## src/rtl/raster_pkg.sv

```systemverilog
`timescale 1ns/1ps
package raster_pkg;

   typedef enum logic [2:0] {
      ST_IDLE,
      ST_SET_X,
      ST_SET_Y,
      ST_SETTLE,
      ST_SAMPLE,
      ST_STORE,
      ST_NEXT,
      ST_DONE
   } scan_state_e;

   localparam logic [3:0] DAC_OP_WRITE = 4'b0001;

endpackage

```

## src/rtl/rs_req_port.sv

```systemverilog
`timescale 1ns/1ps
// Generic requester side of an arm/finished handshake with a latched payload.
module rs_req_port #(
   parameter int W = 24
) (
   input  logic         clk,
   input  logic         rst_n,
   input  logic         fire,
   input  logic [W-1:0] payload_in,
   input  logic         fin,
   output logic         arm,
   output logic [W-1:0] payload,
   output logic         ready,
   output logic         ack
);
   logic         arm_q;
   logic [W-1:0] pay_q;

   always_ff @(posedge clk or negedge rst_n) begin
      if (!rst_n) begin
         arm_q <= 1'b0;
         pay_q <= '0;
      end else if (fire) begin
         arm_q <= 1'b1;
         pay_q <= payload_in;
      end else if (arm_q && fin) begin
         arm_q <= 1'b0;
      end
   end

   assign arm     = arm_q;
   assign payload = pay_q;
   assign ready   = !arm_q && !fin;
   assign ack     = arm_q && fin;
endmodule

```

## src/rtl/rs_cmd_spacer.sv

```systemverilog
`timescale 1ns/1ps
// Enforces a minimum number of cycles between consecutive command starts.
module rs_cmd_spacer #(
   parameter int GAP = 10
) (
   input  logic clk,
   input  logic rst_n,
   input  logic fire,
   output logic ok
);
   generate
      if (GAP == 0) begin : g_free
         logic unused_in;
         assign unused_in = clk ^ rst_n ^ fire;
         assign ok = 1'b1;
      end else begin : g_count
         localparam int CW = $clog2(GAP + 1);
         logic [CW-1:0] cnt;
         always_ff @(posedge clk or negedge rst_n) begin
            if (!rst_n) begin
               cnt <= CW'(GAP);
            end else if (fire) begin
               cnt <= '0;
            end else if (cnt != CW'(GAP)) begin
               cnt <= cnt + 1'b1;
            end
         end
         assign ok = (cnt == CW'(GAP));
      end
   endgenerate
endmodule

```

## src/rtl/rs_adc_bank.sv

```systemverilog
`timescale 1ns/1ps
// Per-converter arm and capture with sign extension of the result.
module rs_adc_bank #(
   parameter int N      = 9,
   parameter int RAW_W  = 18,
   parameter int DATA_W = 24
) (
   input  logic                clk,
   input  logic                rst_n,
   input  logic                start,
   input  logic [N-1:0]        mask,
   input  logic [N*RAW_W-1:0]  data_in,
   input  logic [N-1:0]        fin,
   output logic [N-1:0]        arm,
   output logic [N*DATA_W-1:0] res,
   output logic                busy
);
   generate
      for (genvar g = 0; g < N; g++) begin : g_ch
         logic [RAW_W-1:0]  raw;
         logic [DATA_W-1:0] ext;
         logic              a_q;
         logic [DATA_W-1:0] r_q;

         assign raw = data_in[g*RAW_W +: RAW_W];
         if (DATA_W == RAW_W) begin : g_same
            assign ext = raw;
         end else begin : g_sext
            assign ext = {{(DATA_W-RAW_W){raw[RAW_W-1]}}, raw};
         end

         always_ff @(posedge clk or negedge rst_n) begin
            if (!rst_n) begin
               a_q <= 1'b0;
               r_q <= '0;
            end else if (start && mask[g]) begin
               a_q <= 1'b1;
            end else if (a_q && fin[g]) begin
               a_q <= 1'b0;
               r_q <= ext;
            end
         end

         assign arm[g]                   = a_q;
         assign res[g*DATA_W +: DATA_W]  = r_q;
      end
   endgenerate

   assign busy = |arm;
endmodule

```

## src/rtl/rs_pick_lowest.sv

```systemverilog
`timescale 1ns/1ps
// Index of the lowest set bit of a vector.
module rs_pick_lowest #(
   parameter int N = 9,
   localparam int IW = (N > 1) ? $clog2(N) : 1
) (
   input  logic [N-1:0]  vec,
   output logic          any,
   output logic [IW-1:0] idx
);
   always_comb begin
      any = 1'b0;
      idx = '0;
      for (int i = N - 1; i >= 0; i--) begin
         if (vec[i]) begin
            any = 1'b1;
            idx = IW'(i);
         end
      end
   end
endmodule

```

## src/rtl/raster_seq.sv

```systemverilog
`timescale 1ns/1ps
module raster_seq
   import raster_pkg::*;
#(
   parameter int CNT_W     = 9,
   parameter int SETTLE_W  = 4,
   parameter int COORD_W   = 20,
   parameter int CMD_W     = 4,
   parameter int NUM_ADC   = 9,
   parameter int ADC_RAW_W = 18,
   parameter int DATA_W    = 24,
   parameter int DAC_GAP   = 10,
   localparam int DAC_W    = CMD_W + COORD_W
) (
   input  logic                         clk,
   input  logic                         rst_n,
   input  logic                         arm,
   input  logic [CNT_W-1:0]             samples_in,
   input  logic [CNT_W-1:0]             lines_in,
   input  logic [SETTLE_W-1:0]          settle_in,
   input  logic signed [COORD_W-1:0]    step_x_in,
   input  logic signed [COORD_W-1:0]    step_y_in,
   input  logic signed [COORD_W-1:0]    line_x_in,
   input  logic signed [COORD_W-1:0]    line_y_in,
   input  logic [NUM_ADC-1:0]           adc_mask_in,
   output logic                         running,
   output logic                         done,
   output logic                         dac_x_arm,
   output logic [DAC_W-1:0]             dac_x_word,
   input  logic                         dac_x_fin,
   output logic                         dac_y_arm,
   output logic [DAC_W-1:0]             dac_y_word,
   input  logic                         dac_y_fin,
   output logic [NUM_ADC-1:0]           adc_arm,
   input  logic [NUM_ADC*ADC_RAW_W-1:0] adc_data,
   input  logic [NUM_ADC-1:0]           adc_fin,
   output logic                         mem_arm,
   output logic [DATA_W-1:0]            mem_data,
   input  logic                         mem_fin
);
   localparam int IDX_W = (NUM_ADC > 1) ? $clog2(NUM_ADC) : 1;

   generate
      if (CMD_W < 4) begin : g_bad_cmd
         $error("raster_seq: CMD_W must hold the 4-bit write code");
      end
      if (ADC_RAW_W > DATA_W) begin : g_bad_data
         $error("raster_seq: ADC_RAW_W must not exceed DATA_W");
      end
      if (NUM_ADC < 1 || CNT_W < 1 || SETTLE_W < 1) begin : g_bad_size
         $error("raster_seq: counts and widths must be positive");
      end
   endgenerate

   scan_state_e                state;
   logic                       arm_q;
   logic [CNT_W-1:0]           smp_lim, line_lim, s_cnt, l_cnt;
   logic [SETTLE_W-1:0]        settle_q, settle_cnt;
   logic signed [COORD_W-1:0]  stx, sty, lnx, lny, pos_x, pos_y;
   logic [NUM_ADC-1:0]         mask_q, pend_q;

   logic x_fire, x_ready, x_ack, y_fire, y_ready, y_ack, gap_ok;
   logic adc_start, adc_busy;
   logic [NUM_ADC*DATA_W-1:0]  adc_res;
   logic pend_any;
   logic [IDX_W-1:0] pend_idx;
   logic mem_fire, mem_ready, mem_ack;

   // Command spacing shared by both DAC channels
   rs_cmd_spacer #(.GAP(DAC_GAP)) u_spacer (
      .clk(clk), .rst_n(rst_n), .fire(x_fire | y_fire), .ok(gap_ok)
   );

   assign x_fire = (state == ST_SET_X) && x_ready && gap_ok;
   assign y_fire = (state == ST_SET_Y) && y_ready && gap_ok;

   rs_req_port #(.W(DAC_W)) u_dac_x (
      .clk(clk), .rst_n(rst_n), .fire(x_fire),
      .payload_in({CMD_W'(DAC_OP_WRITE), pos_x}), .fin(dac_x_fin),
      .arm(dac_x_arm), .payload(dac_x_word), .ready(x_ready), .ack(x_ack)
   );

   rs_req_port #(.W(DAC_W)) u_dac_y (
      .clk(clk), .rst_n(rst_n), .fire(y_fire),
      .payload_in({CMD_W'(DAC_OP_WRITE), pos_y}), .fin(dac_y_fin),
      .arm(dac_y_arm), .payload(dac_y_word), .ready(y_ready), .ack(y_ack)
   );

   assign adc_start = (state == ST_SETTLE) && (settle_cnt == '0);

   rs_adc_bank #(.N(NUM_ADC), .RAW_W(ADC_RAW_W), .DATA_W(DATA_W)) u_bank (
      .clk(clk), .rst_n(rst_n), .start(adc_start), .mask(mask_q),
      .data_in(adc_data), .fin(adc_fin), .arm(adc_arm), .res(adc_res),
      .busy(adc_busy)
   );

   rs_pick_lowest #(.N(NUM_ADC)) u_pick (
      .vec(pend_q), .any(pend_any), .idx(pend_idx)
   );

   assign mem_fire = (state == ST_STORE) && pend_any && mem_ready;

   rs_req_port #(.W(DATA_W)) u_mem (
      .clk(clk), .rst_n(rst_n), .fire(mem_fire),
      .payload_in(adc_res[int'(pend_idx)*DATA_W +: DATA_W]), .fin(mem_fin),
      .arm(mem_arm), .payload(mem_data), .ready(mem_ready), .ack(mem_ack)
   );

   always_ff @(posedge clk or negedge rst_n) begin
      if (!rst_n) begin
         state      <= ST_IDLE;
         arm_q      <= 1'b0;
         smp_lim    <= '0;
         line_lim   <= '0;
         s_cnt      <= '0;
         l_cnt      <= '0;
         settle_q   <= '0;
         settle_cnt <= '0;
         stx        <= '0;
         sty        <= '0;
         lnx        <= '0;
         lny        <= '0;
         pos_x      <= '0;
         pos_y      <= '0;
         mask_q     <= '0;
         pend_q     <= '0;
      end else begin
         arm_q <= arm;
         case (state)
            ST_IDLE: begin
               if (arm && !arm_q) begin
                  smp_lim  <= (samples_in == '0) ? '0 : samples_in - 1'b1;
                  line_lim <= (lines_in == '0) ? '0 : lines_in - 1'b1;
                  settle_q <= settle_in;
                  stx      <= step_x_in;
                  sty      <= step_y_in;
                  lnx      <= line_x_in;
                  lny      <= line_y_in;
                  mask_q   <= adc_mask_in;
                  pos_x    <= '0;
                  pos_y    <= '0;
                  s_cnt    <= '0;
                  l_cnt    <= '0;
                  state    <= ST_SET_X;
               end
            end
            ST_SET_X: begin
               if (x_ack) state <= ST_SET_Y;
            end
            ST_SET_Y: begin
               if (y_ack) begin
                  settle_cnt <= settle_q;
                  state      <= ST_SETTLE;
               end
            end
            ST_SETTLE: begin
               if (settle_cnt == '0) state <= ST_SAMPLE;
               else settle_cnt <= settle_cnt - 1'b1;
            end
            ST_SAMPLE: begin
               if (!adc_busy) begin
                  pend_q <= mask_q;
                  state  <= ST_STORE;
               end
            end
            ST_STORE: begin
               if (!pend_any) state <= ST_NEXT;
               else if (mem_ack) pend_q[pend_idx] <= 1'b0;
            end
            ST_NEXT: begin
               if (s_cnt != smp_lim) begin
                  s_cnt <= s_cnt + 1'b1;
                  pos_x <= pos_x + stx;
                  pos_y <= pos_y + sty;
                  state <= ST_SET_X;
               end else if (l_cnt != line_lim) begin
                  s_cnt <= '0;
                  l_cnt <= l_cnt + 1'b1;
                  pos_x <= pos_x + lnx;
                  pos_y <= pos_y + lny;
                  state <= ST_SET_X;
               end else begin
                  state <= ST_DONE;
               end
            end
            ST_DONE: begin
               if (!arm) state <= ST_IDLE;
            end
            default: state <= ST_IDLE;
         endcase
      end
   end

   assign running = (state != ST_IDLE) && (state != ST_DONE);
   assign done    = (state == ST_DONE);
endmodule

```

## config.mk

```make
export PLATFORM = sky130hd
export DESIGN_NAME = raster_seq
export DESIGN_NICKNAME = d
export VERILOG_FILES = /design/src/rtl/raster_pkg.sv /design/src/rtl/rs_req_port.sv /design/src/rtl/rs_cmd_spacer.sv /design/src/rtl/rs_adc_bank.sv /design/src/rtl/rs_pick_lowest.sv /design/src/rtl/raster_seq.sv
export SDC_FILE = /design/constraint.sdc
export NUM_CORES = 1
export LEC_CHECK = 0
export BUFFER_PORTS_ARGS = -buffer_cell sky130_fd_sc_hd__buf_4
export CORE_MARGIN = 5
export CORE_UTILIZATION = 55
export DETAILED_ROUTE_END_ITERATION = 12
export PLACE_DENSITY = 0.83
export SLEW_MARGIN = 40
export SYNTH_ARGS = -nofsm -noshare
export SYNTH_HDL_FRONTEND = slang
export SYNTH_SLANG_ARGS = --single-unit
```

## constraint.sdc

```tcl
create_clock -name clk -period 10 [get_ports clk]
set_clock_uncertainty 0.2 [all_clocks]
set_input_delay 2 -clock clk [delete_from_list [all_inputs] [get_ports clk]]
set_output_delay 2 -clock clk [all_outputs]
set_load 0.02 [all_outputs]
```

==> impl_metrics.py <==
metrics = {
    "cts": {
        "cts_buffer_depth": 3,
        "htreeDepth": 2,
        "cts-hold-fix-buffers": 0,
        "post_cts_resized": 0,
        "cts_buffers": 47,
        "clock_latency_ns": 0.57,
        "post_cts_buffers": 0,
        "clkSinkCount": 424,
        "clk_pin_slew_worst_paths_ns": 0.06,
        "cts_tree": "done",
        "root_buffer": "clkbuf_16",
    },
    "job": {
        "max_cap_violations": 0,
    },
    "finish": {
        "final_util": 0.692,
        "num-nets-final": 2563,
        "final_area_um2": 25400,
        "drive_gt1_frac": 0.339,
        "syn2layout_area_growth_pct": 23.5,
        "fin_cells": 2729,
    },
    "detailed_routing": {
        "ant_nets": 0,
        "drc": 0,
        "drtIter0Drc": 1059,
        "wl_per_cell_um": 21.5,
        "firstDrtPassIters": 7,
        "vias": 16023,
        "wl_um": 58600,
        "viasPerCell": 5.87,
    },
    "pwr": {
        "p_leak_nw": 12.3,
        "ir_worst_vdd_mv": 0.225,
        "powerDensity_nw_per_um2": 318,
    },
    "synthesis": {
        "yosys-top-cells-count": "422 x dfrtp_1, 378 x nand2_1, 255 x mux2_2",
        "ys_top_cells_by_area": "dfrtp_1 51%, mux2_2 14%, nand2_1 6.9%, ha_1 3.0%, o21ai_0 1.9%",
        "yosys_warnings": 0,
        "synth_cell_types": 75,
        "synth_cells": 1898,
        "syn_avg_cell_area_um2": 10.9,
        "ys_ff_latch": 424,
        "yosysSeqAreaShare": 0.515,
        "yosysMostFrequentCell": "dfrtp_1",
        "ys.flop_type": "dfrtp_1",
        "synthArstFlopShare": 1.00,
        "yosysTopAreaCellShare": 0.513,
        "syn_area_um2": 20600,
        "synth_edf_count": 0,
        "yosysTopAreaCell": "dfrtp_1",
    },
    "status": {
        "status": "finished, final reports clean",
    },
    "placement": {
        "placed_area_um2": 23700,
        "gp_congestion": 0.921,
        "dp_hpwl_um": 41900,
        "dp_cells": 2641,
        "port_buffers": 367,
    },
    "worst_setup_path": {
        "r2r_start": "s_cnt[0]",
        "crit_path_end_kind": "flop",
        "critPathRequiredTime_ns": 10.25,
        "crit_path_start_kind": "flop",
        "critPathLaunch": "s_cnt[0]",
        "cp_max_fo": 41,
        "cp.arrival_ns": 4.60,
        "crit_type": "flop to flop",
    },
    "timing": {
        "fmax_ghz": 0.230,
        "slew_violations": 0,
        "worstMarginPinSlew_ns": 0.919,
        "final.min_clock_period_ns": 4.35,
        "finalSetupViolCount": 0,
        "whs_ns": 0.270,
        "fin_crit_sh": 0.435,
        "final.setup.tns_ns": 0,
        "hold_viol_final": 0,
        "rsz0062_at_grt": "false",
        "slew_headroom": 0.381,
    },
    "floorplan": {
        "die_h_um": 204,
        "rows": 70,
        "start_util": 0.560,
        "die-width_um": 204,
        "die-area_um2": 41400,
        "core_region_area_um2": 36800,
        "pin_count": 374,
    },
    "worst_hold_path": {
        "hold_start": "lnx[18]",
        "holdCritPathClass": "flop to flop",
    },
    "global_routing": {
        "track_usage": 0.279,
        "antenna_found_initial": 3,
        "grt_first_pass_wirelength_um": 92000,
        "grt_max_degree": 163,
        "grt_overflow": 0,
        "grt_pass1_vias": 16858,
    },
}
logic make-up after synthesis:
family                   synth area share
multiplexers                        0.153
XOR/XNOR                           0.0344
other                            0.000182
adder cells (fa/ha/maj)            0.0317
AND/OR/NAND/NOR                     0.124
buffers and inverters              0.0347
flip-flops                          0.515
AO/OA/AOI/OAI                       0.107
cell type report:
class                      count  area, um2
clock buffer                  70       1460
tap                          468        586
sequential                   424      10600
clock inverter                15        240
timing repair buffer         386       3020
fill                        2578      11300
multi-input combinational   1325       9380
antenna                        1       2.50
inverter                      40        150
cell usage in the layout, fill, tap and decap left out, types with 39 or more instances in the layout:
| master | netlist | final |
|---|---|---|
| inv_1 | 39 | 39 |
| xor2_1 | 44 | 44 |
| clkbuf_16 | 0 | 49 |
| mux2_2 | 255 | 255 |
| o21ai_0 | 77 | 77 |
| dfrtp_1 | 422 | 422 |
| nand2_1 | 378 | 378 |
| ha_1 | 49 | 49 |
| buf_4 | 21 | 377 |
| nor2_1 | 88 | 85 |
stage by stage:
stage,power [mW],setup WS (ns)
after floorplan,5.11,6.19
after global placement,6.00,5.76
after detailed placement,6.18,5.69
after CTS,8.10,5.70
after global routing,8.56,5.39
final,8.09,5.65
worst paths after layout:
kind | to | cells after the start | slack [ns]
worst max-delay path | pos_y[16] | 15 | 5.65
worst min-delay path | lnx[18] | 2 | 0.27
worst max register to register | pos_y[16] | 15 | 5.65
worst min register to register | lnx[18] | 2 | 0.27
max in group asynchronous | stx[17] | 3 | 7.19
min in group asynchronous | u_bank.g_ch[7].r_q[10] | 1 | 1.15
flip-flops by register name, summed over array words and instances, names as in the netlist, 9 cells and up:
signal	cells
u_bank.g_ch.r_q	162
u_dac_x.payload	21
sty	20
pos_y	20
pend_q	9
smp_lim	9
lnx	20
stx	20
pos_x	20
mask_q	9
u_mem.payload	18
u_dac_y.payload	21
lny	20
s_cnt	9
u_bank.g_ch.a_q	9
line_lim	9
l_cnt	9
per-layer routing:
metal / routed length, um / vias up / track usage
met2: 29000 / 656 / 0.475
met4: 2650 / 4 / 0.116
met3: 4480 / 145 / 0.0626
li1: - / 7285 / -
met5: 26 / - / 0
met1: 22400 / 7933 / 0.348
where the power goes:
| part | total, mW | internal, mW | switching, mW |
|---|---|---|---|
| sequential | 3.06 | 2.49 | 0.576 |
| clock | 1.86 | 1.16 | 0.705 |
| combinational | 3.16 | 1.42 | 1.74 |
| total | 8.09 | 5.07 | 3.02 |
worst max-delay path: stages, from the launching register on:
cell	delay, ns
dfrtp_1	0.45
xor2_1	0.20
nor4_2	0.38
nand3_2	0.11
buf_4	0.32
mux2_2	0.30
ha_1	0.16
inv_1	0.05
fa_1	0.39
nand3b_1	0.20
a211oi_1	0.40
o32a_1	0.27
a31oi_1	0.18
o21ai_0	0.27
xor2_1	0.11
a22o_1	0.22
No activity file was read; power rests on OpenSTA's default activity.
